==> src/rtl/char_sync_gen_pkg.sv <==
package char_sync_gen_pkg;

  localparam int unsigned LEN_W   = 5;
  localparam int unsigned FULL_LEN = 16;

  // Variants whose vertical width field is ignored.
  function automatic bit v_field_fixed(input int variant);
    return (variant == 1) || (variant == 2);
  endfunction

  // Variants on which a zero horizontal field means the full 16.
  function automatic bit h_zero_is_full(input int variant);
    return variant >= 2;
  endfunction

  // Effective horizontal length; 0 means no pulse.
  function automatic logic [LEN_W-1:0] h_len_of(input int variant,
                                                input logic [3:0] field);
    if (field != 4'd0)
      return {1'b0, field};
    else if (h_zero_is_full(variant))
      return LEN_W'(FULL_LEN);
    else
      return '0;
  endfunction

  // Effective vertical length; never 0.
  function automatic logic [LEN_W-1:0] v_len_of(input int variant,
                                                input logic [3:0] field);
    if (v_field_fixed(variant) || field == 4'd0)
      return LEN_W'(FULL_LEN);
    else
      return {1'b0, field};
  endfunction

endpackage

==> src/rtl/sync_width_decode.sv <==
module sync_width_decode
  import char_sync_gen_pkg::*;
#(
  parameter int VARIANT = 0
) (
  input  logic [7:0]       width_reg,
  output logic [LEN_W-1:0] h_len,
  output logic [LEN_W-1:0] v_len
);

  assign h_len = h_len_of(VARIANT, width_reg[3:0]);

  generate
    if (v_field_fixed(VARIANT)) begin : g_v_fixed
      assign v_len = LEN_W'(FULL_LEN);
    end else begin : g_v_prog
      assign v_len = v_len_of(VARIANT, width_reg[7:4]);
    end
  endgenerate

endmodule

==> src/rtl/sync_pulse_timer.sv <==
module sync_pulse_timer
  import char_sync_gen_pkg::*;
(
  input  logic             clk,
  input  logic             rst,
  input  logic             start,
  input  logic             adv,
  input  logic [LEN_W-1:0] len,
  output logic             active,
  output logic             started,
  output logic             finished
);

  logic [LEN_W-2:0] cnt_q;
  logic [LEN_W-2:0] lim_q;

  assign started  = start && !active && (len != '0);
  assign finished = active && adv && (cnt_q == lim_q);

  always_ff @(posedge clk) begin
    if (rst) begin
      active <= 1'b0;
      cnt_q  <= '0;
      lim_q  <= '0;
    end else if (started) begin
      active <= 1'b1;
      cnt_q  <= '0;
      lim_q  <= (LEN_W-1)'(len - 1'b1);
    end else if (finished) begin
      active <= 1'b0;
      cnt_q  <= '0;
    end else if (active && adv) begin
      cnt_q  <= cnt_q + 1'b1;
    end
  end

endmodule

==> src/rtl/char_sync_gen.sv <==
module char_sync_gen
  import char_sync_gen_pkg::*;
#(
  parameter int VARIANT = 0,
  parameter int HCW     = 8,
  parameter int RCW     = 7
) (
  input  logic           clk,
  input  logic           rst,
  input  logic           char_tick,
  input  logic [HCW-1:0] hcount,
  input  logic [HCW-1:0] hsync_pos,
  input  logic           row_start,
  input  logic           line_end,
  input  logic [RCW-1:0] row_count,
  input  logic [RCW-1:0] vsync_pos,
  input  logic [7:0]     sync_width,
  output logic           hsync,
  output logic           vsync,
  output logic           vsync_flag
);

  logic [LEN_W-1:0] h_len;
  logic [LEN_W-1:0] v_len;

  // Named events for the checker.
  logic h_hit;
  logic v_hit;
  logic line_done;
  logic h_started, h_finished;
  logic v_started, v_finished;

  assign h_hit     = char_tick && (hcount == hsync_pos);
  assign v_hit     = char_tick && row_start && (row_count == vsync_pos);
  assign line_done = char_tick && line_end;

  sync_width_decode #(.VARIANT(VARIANT)) u_dec (
    .width_reg (sync_width),
    .h_len     (h_len),
    .v_len     (v_len)
  );

  sync_pulse_timer u_htmr (
    .clk      (clk),
    .rst      (rst),
    .start    (h_hit),
    .adv      (char_tick),
    .len      (h_len),
    .active   (hsync),
    .started  (h_started),
    .finished (h_finished)
  );

  sync_pulse_timer u_vtmr (
    .clk      (clk),
    .rst      (rst),
    .start    (v_hit),
    .adv      (line_done),
    .len      (v_len),
    .active   (vsync),
    .started  (v_started),
    .finished (v_finished)
  );

  assign vsync_flag = vsync;

endmodule

==> config.mk <==
export PLATFORM = sky130hd
export DESIGN_NAME = char_sync_gen
export DESIGN_NICKNAME = d
export VERILOG_FILES = /design/src/rtl/char_sync_gen_pkg.sv /design/src/rtl/sync_width_decode.sv /design/src/rtl/sync_pulse_timer.sv /design/src/rtl/char_sync_gen.sv
export SDC_FILE = /design/constraint.sdc
export NUM_CORES = 1
export LEC_CHECK = 0
export BUFFER_PORTS_ARGS = -buffer_cell sky130_fd_sc_hd__buf_2
export CAP_MARGIN = 40
export CORE_UTILIZATION = 43
export CTS_CLUSTER_SIZE = 14
export DETAILED_ROUTE_END_ITERATION = 12
export PLACE_DENSITY = 0.85
export SYNTH_ARGS = -nofsm -noshare
export SYNTH_HDL_FRONTEND = slang
export SYNTH_SLANG_ARGS = --single-unit
==> constraint.sdc <==
create_clock -name clk -period 1.7 [get_ports clk]
set_input_delay 0.51 -clock clk [delete_from_list [all_inputs] [get_ports clk]]
set_output_delay 0.51 -clock clk [all_outputs]
set_load 0.01 [all_outputs]
==> results.yml, run 1 <==
status:
  status: "completed"
timing:
  finalHoldViolCount: 0
  period_needed_ps: 1510
  fin_setup_tns_ps: 0
  slew-limit-headroom_pct: 62.4
  finalSetupViolations: 0
  rsz0062_at_grt: "false"
  fin_crit_sh_pct: 88.9
  drv_slew: 0
  fmax_mhz: 661
  worstMarginPinSlew_ps: 559
  clock_skew_ps: 1.20
setup_path:
  path_buf_inv: 3
  setup.worst_path.class: "in2reg"
  path_delay_family: "simple AND/OR/NAND/NOR gates"
  path_cells: "buf_2 -> inv_1 -> ha_1 -> nor3b_2 -> nor4_2 -> and3_1 -> buf_4 -> a211oi_1"
  cp_data_arrival_time_ps: 1710
  worstPathMaxFanout: 3
  crit_slowest_cell: "a211oi_1"
  critPathCaptureType: "flop"
  crit_path_start_kind: "primary input"
  required_ps: 1900
  worst_path_largest_cell_delay_ps: 250
place:
  place_area_um2: 1450
  hpwlAfterDp_mm: 2.05
  dp_cells: 207
  port_buffers: 45
  routabilityCongestion: 0.818
synthesis:
  ys_ff_latch: 18
  synth_cells: 127
  yosys_warnings: 0
  synthTopCellsByArea: "dfxtp_1, xnor2_1, xor2_1"
  syn_nets: 175
  ys_seq_area_share_pct: 31.3
  synth_area_um2: 1150
  avgSynthCellArea_um2: 9.05
  ys_types: 33
  yosysTopAreaCell: "dfxtp_1"
  yosysTopAreaCellShare_pct: 31.3
clocking:
  cts_htree_levels: 1
  cts_tree: "yes"
  cts_root_buffer: "clkbuf_4"
  ctsResizeCount: 0
  numCtsBuffers: 3
  max-clock-path-buffers: 2
  insertion_delay_ps: 280
  cts_hold_buf: 0
  clkSinkCount: 18
  clk_pin_slew_ps: 100
  post_cts_buffers: 0
detailed_routing:
  wl_per_cell_um: 11.6
  drt_iter0_markers: 19
  dr.pass1.iters: 4
  num_vias: 1095
  antenna_left: 0
  routed_wl_mm: 2.45
  drc: 0
  via_per_inst: 5.19
floorplan:
  io_pins: 46
  die_width_um: 53.7
  die_y_um: 53.7
  fp.coreArea_um2: 2500
  dieArea_um2: 2880
  rows: 18
  initial_core_util_pct: 46.0
final_layout:
  mostFrequentLayoutCells: "buf_2, xnor2_1, dfxtp_1"
  post-route-util_pct: 59.6
  nets: 230
  final_cells: 211
  fin_area_um2: 1490
  area.growth.synth_to_final_pct: 29.6
  mostFrequentLayoutCell: "buf_2"
  n_fill_cell: 216
  insertedDiodeCount: 0
  drive_gt1_share_pct: 34.3
job:
  maxCapViolCount: 0
global_routing:
  antenna_found_initial: 0
  grt_pass1_wl_mm: 4.13
  grt_usage_pct: 19.1
  grt_pass1_vias: 1012
  grt_max_degree: 11
  grt_overflow_total: 0
power_and_ir_drop:
  p_total_mw: 0.839
  irDropWorstVdd_mv: 0.346
  power.leakage_nw: 0.658
  cellPowerDensity_nw_per_um2: 563
worst_hold_path:
  hold_class: "in2reg"
## cell families after synthesis
logic type | share of synthesized area [%]
AOI/OAI and AO/OA | 14.7
and+or+nand+nor | 17.7
adders and majority gates | 5.44
xor gates and xnor gates | 23.6
muxes | 2.61
buffers and inverters | 4.57
DFF | 31.3
## stage by stage
step	setup WS, ps	hold slack [ps]
floorplan	23.6	446
global placement	-25.5	470
global route	97.8	464
finish	188	460
detailed placement	-110	464
CTS	199	453
## area by class of cell
class                           count  area, µm²  area share [%]
Inverter                            7       26.3            1.76
Clock buffer                        4       36.3            2.43
Sequential cell                    18        360            24.2
Multi-Input combinational cell     98        737            49.5
Tap cell                           30       37.5            2.52
Timing Repair Buffer               54        293            19.6
## report_power, final
part	switching (mW)	internal [mW]	leakage (nW)	total [mW]
Clock	0.125	0.130	0.0210	0.256
Combinational	0.0757	0.0848	0.493	0.160
Sequential	0.000723	0.422	0.145	0.423
Total	0.202	0.637	0.658	0.839
## final timing paths
path / end / startpoint / slack (ps) / cells past startpoint
worst max-delay path: u_htmr.lim_q[1] / sync_width[0] / 190 / 8
worst min-delay path: u_vtmr.lim_q[0] / sync_width[4] / 460 / 2
worst max register to register: u_htmr.active / u_htmr.cnt_q[0] / 290 / 4
worst min register to register: u_htmr.lim_q[3] / u_htmr.lim_q[3] / 490 / 2
## cells in the mapped netlist
cell type  instances
buf_6              1
nand4_1            3
a211oi_1           5
and4_1             1
mux2i_1            3
ha_1               5
a311oi_1           1
a311o_1            1
clkbuf_1           1
o31ai_1            3
xor2_1            13
buf_4              1
o21ai_1            1
o21ba_2            1
and3_1             3
o21bai_1           1
and4b_1            1
nand3_1            4
nand2_1            5
o21ai_0            2
inv_1              7
nand3b_1           1
o2bb2ai_1          1
a21oi_1            6
nand4b_1           1
nor2_1             4
a31oi_1            3
buf_1              1
nor4_2             2
nor3_1             8
nor3b_2            1
xnor2_1           18
dfxtp_1           18
## sequential cells by signal (all words and copies together) (netlist names)
register	cells
u_htmr.lim_q	4
u_vtmr.lim_q	4
u_htmr.active	1
u_vtmr.cnt_q	4
u_vtmr.active	1
u_htmr.cnt_q	4
## worst reg2reg max path: stages, from the launching register on
cell and delay (ps):
dfxtp_1 430, xnor2_1 140, nand3_1 90, o31ai_1 480, o2bb2ai_1 140
## routing by layer
metal | up-vias | routed length [µm] | global-route usage (%)
li1 | 565 | - | -
met1 | 492 | 1050 | 24.0
met2 | 36 | 1280 | 34.2
met3 | 2 | 104 | 0.847
met4 | 0 | 19 | 6.58
met5 | - | 0 | 0
No activity file was read; power rests on OpenSTA's default activity.
==> run 2: changes to the inputs <==
--- a/config.mk
+++ b/config.mk
@@ -7,10 +7,12 @@
 export LEC_CHECK = 0
 export BUFFER_PORTS_ARGS = -buffer_cell sky130_fd_sc_hd__buf_2
 export CAP_MARGIN = 40
-export CORE_UTILIZATION = 43
+export CORE_UTILIZATION = 46
+export CTS_BUF_LIST = sky130_fd_sc_hd__clkbuf_8
 export CTS_CLUSTER_SIZE = 14
 export DETAILED_ROUTE_END_ITERATION = 12
-export PLACE_DENSITY = 0.85
+export PLACE_DENSITY = 0.88
 export SYNTH_ARGS = -nofsm -noshare
 export SYNTH_HDL_FRONTEND = slang
+export SYNTH_HIERARCHICAL = 1
 export SYNTH_SLANG_ARGS = --single-unit
==> run 2 against run 1 <==
Die area grew 5.8%. Worst hold slack gained 59 ps. Clock skew fell by 0.74 ps. Clock power up 10%. Via count up 4.6%. Largest power group unchanged. Highest routed layer unchanged.
==> results.yml, run 2 <==
detailed_routing:
  via_per_inst: 5.33
  wl_per_cell_um: 13.6
  num_vias: 1145
  routed_wl_mm: 2.92
  dr.pass1.iters: 4
  antenna_left: 0
  drc: 0
  drt_iter0_markers: 19
synthesis:
  ys_dominant_reg_cell: "dfxtp_1"
  synth_cells: 135
  ys_seq_area_share_pct: 27.6
  yosysTopAreaCell: "dfxtp_1"
  yosysMostFrequentCell: "xnor2_1"
  async_reset_ff_share_pct: 0
  yosysTopAreaCellShare_pct: 27.6
  ys_ff_latch: 18
  yosys-top-cells-count: "xnor2_1, dfxtp_1, nor2_1"
  synthTopCellsByArea: "dfxtp_1, xnor2_1, nor4_2"
  syn_nets: 184
  synth_area_um2: 1300
  ys_types: 26
  avgSynthCellArea_um2: 9.66
  synth-edff-count: 0
  yosys_warnings: 6
global_routing:
  grt_pass1_wl_mm: 4.62
  grt_overflow_total: 0
  grt_pass1_vias: 1156
  antenna_found_initial: 0
  grt_max_degree: 21
  grt_usage_pct: 18.3
floorplan:
  die_y_um: 55.2
  initial_core_util_pct: 50.8
  io_pins: 46
  rows: 18
  fp.coreArea_um2: 2570
  dieArea_um2: 3050
  die_width_um: 55.2
timing:
  clock_skew_ps: 0.456
  slew-limit-headroom_pct: 64.2
  worstMarginPinSlew_ps: 537
  finalSetupViolations: 0
  layout_setup_ws_ps: 66.2
  rsz0062_at_grt: "true"
  hold_slack_ps: 519
  period_needed_ps: 1630
  drv_slew: 0
  finalHoldViolCount: 0
  fin_crit_sh_pct: 96.1
  fmax_mhz: 612
place:
  pre_cts_ws_ps: -174
  hpwlAfterDp_mm: 2.10
  place_area_um2: 1570
  routabilityCongestion: 0.735
  port_buffers: 45
final_layout:
  fin_area_um2: 1720
  mostFrequentLayoutCells: "buf_2, xnor2_1, dfxtp_1"
  mostFrequentLayoutCell: "buf_2"
  area.growth.synth_to_final_pct: 31.9
  n_fill_cell: 192
  nets: 236
  regArea_um2: 360
  drive_gt1_share_pct: 50.3
  multi_input_area_um2: 901
  insertedDiodeCount: 0
setup_path:
  cp_data_arrival_time_ps: 1780
  required_ps: 1850
  r2r_cells: 4
  critPathCaptureType: "flop"
  setup.worst_path.class: "in2reg"
  crit_path_start_kind: "primary input"
  r2r_slack_ps: 360
  worstPathMaxFanout: 8
  r2r_end: "u_htmr/active"
  crit_path_end: "u_vtmr/lim_q[2]"
  cp-startpoint: "vsync_pos[4]"
  rr_startpoint: "u_htmr/cnt_q[2]"
clocking:
  numCtsBuffers: 3
  cts_root_buffer: "clkbuf_8"
  cts_htree_levels: 1
  cts_hold_buf: 0
  clkSinkCount: 18
  insertion_delay_ps: 240
  max-clock-path-buffers: 2
  cts_tree: "yes"
  clk_pin_slew_ps: 60
worst_hold_path:
  hold_class: "reg2reg"
power_and_ir_drop:
  power.leakage_nw: 0.719
  irDropWorstVdd_mv: 0.322
  cellPowerDensity_nw_per_um2: 509
  p_total_mw: 0.876
job:
  maxCapViolCount: 0
status:
  status: "completed"
-- run 2: changes by cell type in the layout (fill, tap and decap cells not counted), sizes merged, moves of 3 or more --
cell    previous run  this run
o21ai              3         0
nand3              4         8
nor3               8         5
xnor2             18        25
a21oi              6         0
xor2              13         8
buf               54        61
a31oi              3         0
nor4               2        10
o31ai              3         0
and3               3         0
nor2               4        10
a211oi             5         8
-- run 2: stage by stage --
stage	instances	TNS (ps)	util, %
finish	215	0	67.0
global route	215	-171	67.0
CTS	210	0	62.9
detailed placement	207	-1430	61.3
global placement	207	-493	61.3
floorplan	135	0	-
-- run 2: kinds of logic (layout without fill, tap and decap cells) --
kind of cell,Yosys count,after routing,synth area share [%]
compound gates,10,10,7.10
xor+xnor,33,33,22.2
fa+ha+maj,6,6,5.76
buf+inv,20,70,7.49
flops,18,18,27.6
mux,2,2,1.54
other cells,1,1,0.288
simple gates,45,45,28.0
-- run 2: layout make-up --
type	instances	share of cell area [%]
sequential	18	21.0
tap	30	2.18
clock buffer	3	2.40
timing repair buffer	61	20.7
inverter	6	1.31
multi-input combinational	97	52.4
-- run 2: metal layers --
layer,up-vias,part of all wire [%],GRT usage (%)
li1,555,-,-
met1,542,41,21.3
met2,44,53,33.2
met3,4,4.7,2.81
met4,0,1.1,7.14
met5,-,0,0
-- run 2: worst min-delay path by stage --
| stage | cells after the start | slack (ps) | startpoint | to |
|---|---|---|---|---|
| final | 2 | 520 | u_htmr/lim_q[3] | u_htmr/lim_q[3] |
| after global routing | 2 | 560 | u_vtmr/lim_q[3] | u_vtmr/lim_q[3] |
| after CTS | 2 | 520 | u_htmr/lim_q[3] | u_htmr/lim_q[3] |
| after detailed placement | 2 | 510 | u_htmr/lim_q[3] | u_htmr/lim_q[3] |
| after global placement | 2 | 500 | u_vtmr/lim_q[2] | u_vtmr/lim_q[2] |
| after floorplan | 2 | 490 | u_htmr/lim_q[2] | u_htmr/lim_q[2] |
-- run 2: worst max-delay path, stage by stage --
cell and delay (ps):
buf_2 110, xnor2_2 140, nand4_1 120, nor4_2 240, nor3b_4 260, buf_6 170, nor2_2 40, a211oi_1 190
-- run 2: power breakdown --
| part | switching [mW] | internal (mW) |
|---|---|---|
| registers | 0.000985 | 0.423 |
| clock network | 0.125 | 0.157 |
| logic | 0.0770 | 0.0934 |
| total | 0.203 | 0.673 |
-- run 2: what timing repair did --
action / CTS / global route
buffers inserted: 0 / 4
setup endpoints to repair: 0 / 7
gates resized for setup: 0 / 12
==> run 3: changes to the inputs <==
--- a/config.mk
+++ b/config.mk
@@ -7,6 +7,8 @@
 export LEC_CHECK = 0
 export BUFFER_PORTS_ARGS = -buffer_cell sky130_fd_sc_hd__buf_2
 export CAP_MARGIN = 40
+export CORE_ASPECT_RATIO = 1.4
+export CORE_MARGIN = 2
 export CORE_UTILIZATION = 46
 export CTS_BUF_LIST = sky130_fd_sc_hd__clkbuf_8
 export CTS_CLUSTER_SIZE = 14
==> run 3 against run 2 <==
Core utilization down 5.9 points. Critical path type unchanged. Sequential share of layout area up 1.1 points. Clock power up 2%. Sequential power about the same. Worst setup slack better by 110 ps. Cell area down 5.1%. Critical endpoint unchanged. Wire length down 14%. Combinational power down 11%. First-iteration DRC count down 74%.
==> results.yml, run 3 (synthesis results as in run 2) <==
final_layout:
  area.growth.synth_to_final_pct: 25.1
  n_fill_cell: 228
  mostFrequentLayoutCells: "buf_2, xnor2_1, dfxtp_1"
  mostFrequentLayoutCell: "buf_2"
  drive_gt1_share_pct: 44.9
  insertedDiodeCount: 0
  post-route-util_pct: 61.1
  nets: 229
clocking:
  clkSinkCount: 18
  max-clock-path-buffers: 2
  insertion_delay_ps: 250
  cts_root_buffer: "clkbuf_8"
  clk_pin_slew_ps: 60
  numCtsBuffers: 3
  cts_tree: "yes"
  cts_hold_buf: 0
  cts_htree_levels: 1
place:
  routabilityCongestion: 0.718
  port_buffers: 45
  hpwlAfterDp_mm: 2.05
detailed_routing:
  dr.pass1.iters: 2
  wl_per_cell_um: 11.7
  met1_length_um: 911
  via_per_inst: 4.96
  dr_wl_met3_um: 80
  route.met2.wl_mm: 1.46
  routed.top_layer: "met4"
  antenna_left: 0
  num_vias: 1062
  drt_iter0_markers: 5
  routed_wl_mm: 2.50
  drc: 0
floorplan:
  io_pins: 46
  initial_core_util_pct: 48.8
  die_width_um: 49.0
  dieArea_um2: 3280
  rows: 22
  fp.coreArea_um2: 2670
  die_y_um: 67.0
setup_path:
  crit_path_start_kind: "primary input"
  required_ps: 1870
  critPathCaptureType: "flop"
  worstPathMaxFanout: 11
  setup.worst_path.class: "in2reg"
  cp_data_arrival_time_ps: 1700
global_routing:
  grt_pass1_vias: 1112
  grt_overflow_total: 0
  grt_usage_pct: 16.8
  antenna_found_initial: 0
  grt_max_degree: 21
  grt_pass1_wl_mm: 4.26
timing:
  period_needed_ps: 1530
  fmax_mhz: 654
  fin_crit_sh_pct: 89.9
  hold_slack_ps: 516
  finalHoldViolCount: 0
  drv_slew: 0
  rsz0062_at_grt: "false"
  finalSetupViolations: 0
  clock_skew_ps: 3.18
power_and_ir_drop:
  p_total_mw: 0.864
  cellPowerDensity_nw_per_um2: 529
  power.leakage_nw: 0.660
  irDropWorstVdd_mv: 0.355
status:
  status: "completed"
worst_hold_path:
  hold_class: "reg2reg"
job:
  maxCapViolCount: 0
[run 3: layout make-up]
class / count / area (µm²) / area share [%]
Clock buffer: 3 / 41.3 / 2.53
Inverter: 6 / 22.5 / 1.38
Tap cell: 36 / 45.0 / 2.76
Timing Repair Buffer: 54 / 309 / 18.9
Sequential cell: 18 / 360 / 22.1
Multi-Input combinational cell: 97 / 853 / 52.3
[run 3: path summary, 6_finish.rpt]
path         slack, ps            start              end  cells past startpoint
min reg2reg        520  u_vtmr/lim_q[3]  u_vtmr/lim_q[3]                      2
max reg2reg        460    u_vtmr/active  u_vtmr/cnt_q[1]                      4
min                520  u_vtmr/lim_q[3]  u_vtmr/lim_q[3]                      2
max                170     vsync_pos[2]  u_vtmr/lim_q[2]                      8
[run 3: worst max-delay path, cell delays in order]
cell	delay, ps
buf_2	110
xnor2_1	140
nand3_1	100
nor4_2	210
nor3b_2	210
buf_6	170
nor2_1	50
a211oi_1	190
[run 3: routing by layer]
layer  track usage [%]  vias up
met4              7.50        0
li1                  -      542
met3              2.91        6
met1              14.7      490
met5                 0        -
met2              36.1       24
[run 3: per-stage QoR]
stage	worst slack [ps]	area (µm²)	TNS, ps	std cells
2_1_floorplan	1.78	1320	0	135
3_3_place_gp	-46.7	1570	-419	210
3_5_place_dp	-122	1570	-990	210
4_1_cts	141	1610	0	213
5_1_grt	0.458	1630	0	214
6_report	172	1630	0	214
[run 3: repair_timing]
item | 4_1_cts | 5_1_grt
gates resized for setup | 0 | 2
setup endpoints to repair | 0 | 2
setup buffers | 0 | 1
[run 3: power by group]
part | internal [mW] | leakage, nW | switching [mW]
registers | 0.423 | 0.145 | 0.000885
clock network | 0.157 | 0.0216 | 0.132
logic | 0.0819 | 0.494 | 0.0696
